--- config.mk ---
export PLATFORM = sky130hd
export DESIGN_NAME = spi_reg_cmd_decoder
export DESIGN_NICKNAME = d
export VERILOG_FILES = /design/src/rtl/spi_rc_pkg.sv /design/src/rtl/spi_rc_sampler.sv /design/src/rtl/spi_rc_frame.sv /design/src/rtl/spi_rc_regs.sv /design/src/rtl/spi_reg_cmd_decoder.sv
export SDC_FILE = /design/constraint.sdc
export NUM_CORES = 1
export LEC_CHECK = 0
export BUFFER_PORTS_ARGS = -buffer_cell sky130_fd_sc_hd__buf_2
export CAP_MARGIN = 5
export CORE_UTILIZATION = 35
export CTS_CLUSTER_SIZE = 12
export DETAILED_ROUTE_END_ITERATION = 8
export PLACE_DENSITY = 0.6
export SKIP_CTS_REPAIR_TIMING = 1
export SYNTH_ARGS = -nofsm -noshare
export SYNTH_HDL_FRONTEND = slang
export SYNTH_SLANG_ARGS = --single-unit
--- constraint.sdc ---
create_clock -name clk -period 5.5 [get_ports clk]
set_clock_uncertainty 0.05 [all_clocks]
set_input_delay 0.275 -clock clk [delete_from_list [all_inputs] [get_ports clk]]
set_output_delay 0.275 -clock clk [all_outputs]
set_load 0.03 [all_outputs]
--- src/rtl/spi_rc_pkg.sv ---
`timescale 1ns/1ps
package spi_rc_pkg;

    typedef enum logic [1:0] {
        LANES_X1 = 2'd0,
        LANES_X2 = 2'd1,
        LANES_X4 = 2'd2
    } lane_mode_e;

    localparam logic [7:0] OP_SET_WEL   = 8'h06;
    localparam logic [7:0] OP_LOCK_WR   = 8'hE5;
    localparam logic [7:0] OP_FLAG_CLR  = 8'h50;

endpackage

--- src/rtl/spi_rc_sampler.sv ---
`timescale 1ns/1ps
module spi_rc_sampler (
    input  logic       clk,
    input  logic       rst_n,
    input  logic       cs_n,
    input  logic       sck,
    input  logic [3:0] dq,
    output logic       sck_rise,
    output logic       cs_rise,
    output logic       cs_fall,
    output logic [3:0] dq_s
);

    typedef struct packed {
        logic       cs;
        logic       cs_prev;
        logic       sck;
        logic       sck_prev;
        logic [3:0] dq;
    } smp_t;

    smp_t smp_d, smp_q;

    always_comb begin
        smp_d          = smp_q;
        smp_d.cs       = cs_n;
        smp_d.cs_prev  = smp_q.cs;
        smp_d.sck      = sck;
        smp_d.sck_prev = smp_q.sck;
        smp_d.dq       = dq;
    end

    always_ff @(posedge clk or negedge rst_n) begin
        if (!rst_n) begin
            smp_q <= '{cs: 1'b1, cs_prev: 1'b1, sck: 1'b0, sck_prev: 1'b0, dq: 4'h0};
        end else begin
            smp_q <= smp_d;
        end
    end

    assign sck_rise = smp_q.sck & ~smp_q.sck_prev & ~smp_q.cs;
    assign cs_rise  = smp_q.cs & ~smp_q.cs_prev;
    assign cs_fall  = ~smp_q.cs & smp_q.cs_prev;
    assign dq_s     = smp_q.dq;

endmodule

--- src/rtl/spi_rc_frame.sv ---
`timescale 1ns/1ps
module spi_rc_frame
    import spi_rc_pkg::*;
#(
    parameter int ADDR_BITS = 24,
    parameter int SEC_W     = 4
) (
    input  logic             clk,
    input  logic             rst_n,
    input  logic             sck_rise,
    input  logic             cs_rise,
    input  logic             cs_fall,
    input  logic [3:0]       dq_s,
    input  logic [1:0]       mode,
    input  logic             wel,
    output logic             wren_go,
    output logic             wlock_go,
    output logic             clr_go,
    output logic [SEC_W-1:0] go_sector,
    output logic [1:0]       go_lock
);

    localparam int SHW   = ADDR_BITS + 8;
    localparam int CNT_W = $clog2(ADDR_BITS + 18);

    localparam logic [CNT_W-1:0] CMD_X1  = CNT_W'(8);
    localparam logic [CNT_W-1:0] CMD_X2  = CNT_W'(4);
    localparam logic [CNT_W-1:0] CMD_X4  = CNT_W'(2);
    // data byte starts after command and address clocks; frame ends 8/lanes later
    localparam logic [CNT_W-1:0] FULL_X1 = CNT_W'(8 + ADDR_BITS + 8);
    localparam logic [CNT_W-1:0] FULL_X2 = CNT_W'((8 + ADDR_BITS) / 2 + 4);
    localparam logic [CNT_W-1:0] FULL_X4 = CNT_W'((8 + ADDR_BITS) / 4 + 2);

    typedef struct packed {
        lane_mode_e        lanes;
        logic [CNT_W-1:0]  cnt;
        logic [SHW-1:0]    shreg;
        logic [7:0]        op;
        logic              op_valid;
    } frm_t;

    frm_t frm_d, frm_q;
    logic [CNT_W-1:0] cmd_clk, full_clk;
    logic [SHW-1:0]   shifted;

    always_comb begin
        case (frm_q.lanes)
            LANES_X2: begin
                cmd_clk  = CMD_X2;
                full_clk = FULL_X2;
                shifted  = {frm_q.shreg[SHW-3:0], dq_s[1:0]};
            end
            LANES_X4: begin
                cmd_clk  = CMD_X4;
                full_clk = FULL_X4;
                shifted  = {frm_q.shreg[SHW-5:0], dq_s};
            end
            default: begin
                cmd_clk  = CMD_X1;
                full_clk = FULL_X1;
                shifted  = {frm_q.shreg[SHW-2:0], dq_s[0]};
            end
        endcase

        frm_d = frm_q;
        if (cs_fall) begin
            frm_d.cnt      = '0;
            frm_d.op_valid = 1'b0;
            case (mode)
                2'd1:    frm_d.lanes = LANES_X2;
                2'd2:    frm_d.lanes = LANES_X4;
                default: frm_d.lanes = LANES_X1;
            endcase
        end else if (sck_rise) begin
            frm_d.shreg = shifted;
            if (frm_q.cnt != '1) begin
                frm_d.cnt = frm_q.cnt + 1'b1;
            end
            if (frm_q.cnt + 1'b1 == cmd_clk) begin
                frm_d.op       = shifted[7:0];
                frm_d.op_valid = 1'b1;
            end
        end
    end

    always_ff @(posedge clk or negedge rst_n) begin
        if (!rst_n) begin
            frm_q <= '{lanes: LANES_X1, cnt: '0, shreg: '0, op: 8'h00, op_valid: 1'b0};
        end else begin
            frm_q <= frm_d;
        end
    end

    assign wren_go   = cs_rise & frm_q.op_valid & (frm_q.op == OP_SET_WEL) & (frm_q.cnt == cmd_clk);
    assign wlock_go  = cs_rise & frm_q.op_valid & (frm_q.op == OP_LOCK_WR) & (frm_q.cnt == full_clk) & wel;
    assign clr_go    = cs_rise & frm_q.op_valid & (frm_q.op == OP_FLAG_CLR);
    assign go_sector = frm_q.shreg[SHW-1 -: SEC_W];
    assign go_lock   = frm_q.shreg[1:0];

    // a frame commits at most one command
    a_r2_single_commit: assert property (@(posedge clk) disable iff (!rst_n)
        $onehot0({wren_go, wlock_go, clr_go}));

    // nothing commits before the command byte is complete
    a_r9_needs_opcode: assert property (@(posedge clk) disable iff (!rst_n)
        (cs_rise && frm_q.cnt < cmd_clk) |-> !(wren_go || wlock_go || clr_go));

    // commits come only at chip-select rise
    a_r11_commit_on_rise: assert property (@(posedge clk) disable iff (!rst_n)
        !cs_rise |-> !(wren_go || wlock_go || clr_go));

endmodule

--- src/rtl/spi_rc_regs.sv ---
`timescale 1ns/1ps
module spi_rc_regs #(
    parameter int NUM_SECTORS = 16,
    parameter int SEC_W       = 4
) (
    input  logic                     clk,
    input  logic                     rst_n,
    input  logic                     wren_go,
    input  logic                     wlock_go,
    input  logic                     clr_go,
    input  logic [SEC_W-1:0]         go_sector,
    input  logic [1:0]               go_lock,
    input  logic [2:0]               err_set,
    output logic                     wel,
    output logic [2:0]               err,
    output logic [2*NUM_SECTORS-1:0] lock_bits
);

    typedef struct packed {
        logic                         wel;
        logic [2:0]                   err;
        logic [NUM_SECTORS-1:0][1:0]  lock;
    } reg_t;

    reg_t reg_d, reg_q;

    always_comb begin
        reg_d = reg_q;
        if (wren_go) begin
            reg_d.wel = 1'b1;
        end
        if (wlock_go) begin
            reg_d.wel = 1'b0;
            reg_d.lock[go_sector] = go_lock;
        end
        if (clr_go) begin
            reg_d.err = 3'b000;
        end
        reg_d.err = reg_d.err | err_set;
    end

    always_ff @(posedge clk or negedge rst_n) begin
        if (!rst_n) begin
            reg_q <= '0;
        end else begin
            reg_q <= reg_d;
        end
    end

    assign wel = reg_q.wel;
    assign err = reg_q.err;

    for (genvar s = 0; s < NUM_SECTORS; s++) begin : g_lock_out
        assign lock_bits[2*s +: 2] = reg_q.lock[s];
    end

    a_r2_wel_set: assert property (@(posedge clk) disable iff (!rst_n)
        wren_go |=> reg_q.wel);

    a_r5_wel_drops: assert property (@(posedge clk) disable iff (!rst_n)
        wlock_go |=> !reg_q.wel);

    a_r6_lock_needs_wel: assert property (@(posedge clk) disable iff (!rst_n)
        wlock_go |-> reg_q.wel);

    a_r3_lock_hold: assert property (@(posedge clk) disable iff (!rst_n)
        !wlock_go |=> $stable(reg_q.lock));

    a_r9_clear_flags: assert property (@(posedge clk) disable iff (!rst_n)
        (clr_go && err_set == 3'b000) |=> reg_q.err == 3'b000);

    a_r10_set_wins: assert property (@(posedge clk) disable iff (!rst_n)
        (err_set != 3'b000) |=> ((reg_q.err & $past(err_set)) == $past(err_set)));

    a_r5_flags_kept: assert property (@(posedge clk) disable iff (!rst_n)
        (wlock_go && err_set == 3'b000) |=> $stable(reg_q.err));

endmodule

--- src/rtl/spi_reg_cmd_decoder.sv ---
`timescale 1ns/1ps
module spi_reg_cmd_decoder #(
    parameter int ADDR_BITS   = 24,
    parameter int NUM_SECTORS = 16
) (
    input  logic                     clk,
    input  logic                     rst_n,
    input  logic                     cs_n,
    input  logic                     sck,
    input  logic [3:0]               dq,
    input  logic [1:0]               mode,
    input  logic                     erase_suspend,
    input  logic [2:0]               err_set,
    output logic                     wel,
    output logic [3:0]               flag_status,
    output logic [2*NUM_SECTORS-1:0] lock_bits
);

    localparam int SEC_W = (NUM_SECTORS > 1) ? $clog2(NUM_SECTORS) : 1;

    logic             sck_rise, cs_rise, cs_fall;
    logic [3:0]       dq_s;
    logic             wren_go, wlock_go, clr_go;
    logic [SEC_W-1:0] go_sector;
    logic [1:0]       go_lock;
    logic [2:0]       err;

    spi_rc_sampler u_sampler (
        .clk      (clk),
        .rst_n    (rst_n),
        .cs_n     (cs_n),
        .sck      (sck),
        .dq       (dq),
        .sck_rise (sck_rise),
        .cs_rise  (cs_rise),
        .cs_fall  (cs_fall),
        .dq_s     (dq_s)
    );

    spi_rc_frame #(
        .ADDR_BITS (ADDR_BITS),
        .SEC_W     (SEC_W)
    ) u_frame (
        .clk       (clk),
        .rst_n     (rst_n),
        .sck_rise  (sck_rise),
        .cs_rise   (cs_rise),
        .cs_fall   (cs_fall),
        .dq_s      (dq_s),
        .mode      (mode),
        .wel       (wel),
        .wren_go   (wren_go),
        .wlock_go  (wlock_go),
        .clr_go    (clr_go),
        .go_sector (go_sector),
        .go_lock   (go_lock)
    );

    spi_rc_regs #(
        .NUM_SECTORS (NUM_SECTORS),
        .SEC_W       (SEC_W)
    ) u_regs (
        .clk       (clk),
        .rst_n     (rst_n),
        .wren_go   (wren_go),
        .wlock_go  (wlock_go),
        .clr_go    (clr_go),
        .go_sector (go_sector),
        .go_lock   (go_lock),
        .err_set   (err_set),
        .wel       (wel),
        .err       (err),
        .lock_bits (lock_bits)
    );

    assign flag_status = {erase_suspend, err};

    // state is clear in the first cycle after reset release
    a_r1_reset_clear: assert property (@(posedge clk) disable iff (!rst_n)
        $rose(rst_n) |-> (!wel && lock_bits == '0));

endmodule

==> results.sh, run 1 <==
export IMPL_status="completed"
export IMPL_syn_area_per_cell_um2=10.8
export IMPL_period_needed_ns=3.11
export IMPL_start_util_pct=36.3
export IMPL_first_global_vias=2939
export IMPL_drtIter0Drc=198
export IMPL_synth_compound_area_share_pct=13.8
export IMPL_setup_viol=0
export IMPL_synth_edf_count=0
export IMPL_clock_power_share_pct=41.0
export IMPL_ir_drop_v=0.000145
export IMPL_drtPass1Iterations=4
export IMPL_ios=51
export IMPL_rows=40
export IMPL_gp_congestion=0.756
export IMPL_antenna_found_initial=0
export IMPL_cts_clk_slew_worst_paths_ns=0.07
export IMPL_synthFlopType="dfrtp_1"
export IMPL_htreeDepth=3
export IMPL_synthArstFlopShare_pct=100
export IMPL_cellLeakagePower_uw=0.00235
export IMPL_slew_viol_final=0
export IMPL_drc_errors=0
export IMPL_num_vias=3128
export IMPL_hold_viol_final=0
export IMPL_clk_latency_ns=0.34
export IMPL_tightest_slew_ns=1.09
export IMPL_power_share_switching_pct=26.7
export IMPL_die_area_um2=13000
export IMPL_die_h_um=114
export IMPL_grt_max_degree=65
export IMPL_cts_num_sinks=93
export IMPL_min_from="err_set[2]"
export IMPL_fmax_mhz=322
export IMPL_slew_headroom_pct=27.4
export IMPL_yosysWarnings=0
export IMPL_synth_top_family_by_area="simple AND/OR/NAND/NOR gates"
export IMPL_cts_buffers=9
export IMPL_power_uw=1520
export IMPL_cap_violations=0
export IMPL_cts_buffer_depth=2
export IMPL_syn_area_um2=4400
export IMPL_dp_hpwl_um=5830
export IMPL_grt_setup_unrepaired="no"
export IMPL_die_w_um=114
export IMPL_synthMuxAreaShare_pct=12.6
export IMPL_yosys_area_share_simple_pct=14.1
export IMPL_synth_cells=408
export IMPL_routedWlPerCell_um=14.3
export IMPL_drive_above_1_share_pct=26.2
export IMPL_syn_num_nets=426
export IMPL_regToRegEndpoint="u_regs.lock_bits[1]"
export IMPL_whs_endpoint="u_regs.err[2]"
export IMPL_power_density_nw_per_um2=297
export IMPL_crit_type="reg -> reg"
export IMPL_cts_tree="done"
export IMPL_finalSetupTns_ns=0
export IMPL_cp_required_ns=5.67
export IMPL_critPathArrivalTime_ns=3.28
export IMPL_root_buffer="clkbuf_16"
export IMPL_hold_path_class="in -> reg"
export IMPL_synthAdderAreaFrac_pct=1.14
export IMPL_track_usage_pct=14.3
export IMPL_drt_total_wl_um=8860
export IMPL_fin_nets=465
export IMPL_ys_seq_area_share_pct=53.0
export IMPL_syn_to_final_growth_pct=16.4
export IMPL_seq_power_share_pct=49.9
export IMPL_ys_types=43
export IMPL_synthXorXnorAreaFrac_pct=1.99
export IMPL_port_buffers=48
export IMPL_worstSetupStartpointType="flop"
export IMPL_holdPathStages=2
export IMPL_pwr_share_comb_pct=9.1
export IMPL_grt_pass1_wl_um=14600
export IMPL_final_period_utilization_pct=56.5
export IMPL_p_switching_uw=405
export IMPL_viasPerCell=5.05
export IMPL_core_um2=12100
export IMPL_cp_end_kind="flop"
export IMPL_worstPathMaxFanout=64
export IMPL_ff2ff_path_depth=7
export IMPL_ant_nets=0
export IMPL_p_int_uw=1110
export IMPL_diodes=0
export IMPL_reg2reg_from="u_frame.frm_q[47]"
export IMPL_synth_seq_cells=93
export IMPL_r2r_setup_slack_ns=2.39
export IMPL_grt_ovfl_total=0
-- worst max-delay path: stages (launching register included) --
cell     delay [ns]
dfrtp_1        0.39
inv_1          0.06
ha_1           0.27
buf_4          0.46
xor2_1         0.19
nor4_4         0.91
nand3_2        0.23
mux2_1         0.39
-- per-stage QoR --
stage | utilization [%] | hold slack, ns | cells | setup WS (ns) | instance area (µm²)
after floorplan | - | -0.0706 | 408 | 3.31 | 4400
after global placement | 39.2 | 0.234 | 597 | 2.47 | 4750
after detailed placement | 39.2 | 0.245 | 597 | 2.38 | 4750
after CTS | 41.7 | -0.130 | 612 | 2.38 | 5050
after global routing | 42.3 | 0.0735 | 619 | 2.16 | 5120
final | 42.3 | 0.0720 | 619 | 2.39 | 5120
-- layout by cell type (no fill, tap or decap), types with 2 or more instances in the layout --
cell type / count
a21o_1: 3
a21oi_1: 26
a22oi_1: 30
and2b_1: 2
buf_2: 47
buf_4: 5
clkbuf_16: 9
clkinv_4: 2
clkinvlp_4: 2
dfrtp_1: 91
dfstp_2: 2
dlygate4sd3_1: 7
ha_1: 4
inv_1: 4
mux2_1: 14
mux2_2: 30
mux2_4: 4
nand2_1: 41
nand2b_1: 5
nand3_1: 8
nand3_2: 9
nand4_1: 6
nor2_1: 28
nor2b_1: 3
o21ai_0: 40
xnor2_1: 6
xor2_1: 4
-- layer usage --
layer  track usage, %  share of wire, %
met4             5.97               1.9
met5                0                 0
met3             3.60               4.9
met1             18.4                47
met2             22.8                47
-- power by group through the flow --
stage | sequential (µW) | combinational [µW] | clock (µW)
after detailed placement | 770 | 135 | 0
after floorplan | 737 | 119 | 0
after global placement | 769 | 133 | 0
after CTS | 757 | 135 | 640
after global routing | 762 | 157 | 665
final | 758 | 138 | 622
-- synth_stat cells, drive strengths merged, types with 2 or more instances --
library cell | instances | area [µm²]
a21o | 3 | 22.5
buf | 11 | 56.3
o21ai | 40 | 200
nand4 | 6 | 37.5
clkbuf | 20 | 75.1
nand2 | 41 | 154
ha | 4 | 50.1
mux2 | 48 | 556
nor2b | 3 | 18.8
nor2 | 28 | 105
nor3b | 2 | 20.0
a22oi | 30 | 225
nand2b | 5 | 31.3
dfrtp | 91 | 2280
a21oi | 26 | 130
nand3 | 17 | 130
nor4 | 2 | 27.5
and2b | 2 | 15.0
xnor2 | 6 | 52.6
xor2 | 4 | 35.0
dfstp | 2 | 52.6
inv | 4 | 15.0
-- state kept, by name, summed over array words and instances (netlist names) --
| signal | flops |
|---|---|
| u_frame.frm_q | 43 |
| u_frame.go_lock | 2 |
| u_frame.go_sector | 4 |
| u_regs.err | 3 |
| u_regs.lock_bits | 32 |
| u_regs.wel | 1 |
| u_sampler.dq_s | 4 |
| u_sampler.smp_d | 2 |
| u_sampler.smp_q | 2 |
-- final cells by class --
cell class / instances / area [µm²]
multi-input combinational: 280 / 1920
fill: 1177 / 6990
inverter: 4 / 15.0
clock buffer: 9 / 225
timing repair buffer: 59 / 343
tap: 168 / 210
clock inverter: 6 / 73.8
sequential: 93 / 2330
-- worst max-delay path by stage --
stage                           start                   end  slack [ns]  cells after the start
finish              u_frame.frm_q[47]   u_regs.lock_bits[1]        2.39                      7
global route        u_frame.frm_q[47]  u_regs.lock_bits[13]        2.16                      7
CTS                 u_frame.frm_q[47]   u_regs.lock_bits[1]        2.38                      7
detailed placement  u_frame.frm_q[47]   u_regs.lock_bits[1]        2.38                      7
global placement    u_frame.frm_q[47]  u_regs.lock_bits[12]        2.47                      7
floorplan           u_frame.frm_q[47]   u_regs.lock_bits[2]        3.31                      8
-- kinds of logic after synthesis --
group / after synthesis
mux: 48
flops: 93
xor+xnor: 10
compound gates: 103
buf+inv: 35
simple gates: 115
fa+ha+maj: 4
Note: power is estimated with default switching activity, not from simulation.
==> run 2: changes to the inputs <==
clock period = 3.1 ns   (was 5.5 ns; I/O delays follow)
==> run 2 against run 1 <==
Net effect:
- die area stayed put
- register-to-register slack worse by 1.6 ns
- clock-buffer cell count is 1 higher
- largest power group unchanged
- cell count is 1.1% higher
- cell area is 0.93% higher
- sequential power is 77% higher
==> results.sh, run 2 (synthesis gave the netlist of run 1 again) <==
export IMPL_hold_viol_final=0
export IMPL_regToRegEndpoint="u_frame.frm_q[2]"
export IMPL_period_needed_ns=2.35
export IMPL_crit_path_cell_trace="inv_1 -> ha_1 -> xnor2_1 -> xnor2_1 -> nand4_1 -> mux2_2"
export IMPL_max_stage_delay_ns=0.44
export IMPL_grt_max_degree=63
export IMPL_track_usage_pct=14.7
export IMPL_slew_headroom_pct=58.2
export IMPL_ios=51
export IMPL_min_from="mode[0]"
export IMPL_cts_buffers=9
export IMPL_drtIter0Drc=199
export IMPL_die_area_um2=13000
export IMPL_cap_violations=0
export IMPL_drt_total_wl_um=8780
export IMPL_num_vias=3109
export IMPL_syn_to_final_growth_pct=17.5
export IMPL_hold_path_class="in -> reg"
export IMPL_critPathBufInv=1
export IMPL_ant_nets=0
export IMPL_ff2ff_path_depth=6
export IMPL_die_w_um=114
export IMPL_drive_above_1_share_pct=26.6
export IMPL_top_register="u_frame.frm_q"
export IMPL_start_util_pct=36.3
export IMPL_crit_type="reg -> reg"
export IMPL_nFillCells=1211
export IMPL_holdPathStages=3
export IMPL_finalSetupTns_ns=0
export IMPL_drc_errors=0
export IMPL_critPathArrivalTime_ns=2.53
export IMPL_fin_nets=471
export IMPL_cp_required_ns=3.28
export IMPL_viasPerCell=4.97
export IMPL_drtPass1Iterations=5
export IMPL_fmax_mhz=425
export IMPL_ir_drop_v=0.000279
export IMPL_grt_ovfl_total=0
export IMPL_dp_hpwl_um=5880
export IMPL_r2r_setup_slack_ns=0.75
export IMPL_whs_endpoint="u_frame.frm_q[47]"
export IMPL_finalNonFillerCells=626
export IMPL_status="completed"
export IMPL_routedWlPerCell_um=14.0
export IMPL_critical_path_slowest_cell="nand4_1"
export IMPL_cts_tree="done"
export IMPL_crit_start="u_frame.frm_q[47]"
export IMPL_root_buffer="clkbuf_16"
export IMPL_cp_end_kind="flop"
export IMPL_tightest_slew_ns=0.627
export IMPL_htreeDepth=3
export IMPL_first_global_vias=2966
export IMPL_cts_clk_slew_worst_paths_ns=0.07
export IMPL_rows=40
export IMPL_diodes=0
export IMPL_worstPathMaxFanout=9
export IMPL_gp_congestion=0.802
export IMPL_worstSetupStartpointType="flop"
export IMPL_power_density_nw_per_um2=516
export IMPL_clk_latency_ns=0.34
export IMPL_grt_pass1_wl_um=15100
export IMPL_path_common_cell="xnor2_1"
export IMPL_cts_buffer_depth=2
export IMPL_port_buffers=48
export IMPL_slew_viol_final=0
export IMPL_cts_num_sinks=93
export IMPL_reg2reg_from="u_frame.frm_q[47]"
export IMPL_cellLeakagePower_uw=0.00237
export IMPL_crit_family="simple AND/OR/NAND/NOR gates"
export IMPL_dp_cells=600
export IMPL_grt_setup_unrepaired="no"
export IMPL_final_cell_mix="91 x dfrtp_1, 47 x buf_2, 41 x nand2_1, 40 x o21ai_0"
export IMPL_setup_viol=0
export IMPL_final_period_utilization_pct=75.9
export IMPL_antenna_found_initial=0
export IMPL_largest_reg_flops=43
export IMPL_core_um2=12100
export IMPL_final_common_cell="dfrtp_1"
export IMPL_die_h_um=114
run 2: final cells by class:
cell class                 instances  area (µm²)  area share [%]
clock buffer                      10         239            4.63
clock inverter                     6        55.1            1.07
inverter                           4        15.0           0.291
multi-input combinational        280        1920            37.2
sequential                        93        2330            45.1
tap                              168         210            4.07
timing repair buffer              65         395            7.66
run 2: how the worst max path moves through the flow:
stage	endpoint	slack, ns	depth (start not counted)
floorplan	u_regs.lock_bits[2]	0.91	8
global placement	u_frame.frm_q[3]	0.88	6
detailed placement	u_frame.frm_q[2]	0.78	6
CTS	u_frame.frm_q[2]	0.76	6
global route	u_frame.frm_q[6]	0.61	6
finish	u_frame.frm_q[2]	0.75	6
run 2: power breakdown:
part	total, µW	switching, µW	internal, µW
logic	253	159	94.6
registers	1340	81.8	1260
clock network	1070	493	581
run 2: worst min-delay path, cell delays in order:
cell	delay [ns]
buf_2	0.10
nand2b_1	0.07
o21ai_0	0.07
run 2: layer usage:
layer	vias to the layer above	GRT usage [%]	share of wire (%)
met2	79	23.3	47
met1	1483	19.8	47
li1	1537	-	-
met3	10	3.44	4.3
met4	0	5.19	1.3
met5	-	0	0
run 2: per-stage QoR:
stage / hold slack [ns] / cell area (µm²) / utilization, % / power [µW] / worst slack (ns)
after CTS: -0.263 / 5060 / 41.8 / 2700 / 0.759
after detailed placement: 0.111 / 4770 / 39.4 / 1610 / 0.776
final: 0.0486 / 5160 / 42.6 / 2670 / 0.747
after floorplan: -0.191 / 4400 / - / 1520 / 0.906
after global placement: 0.101 / 4770 / 39.4 / 1610 / 0.876
after global routing: 0.0993 / 5160 / 42.6 / 2790 / 0.609
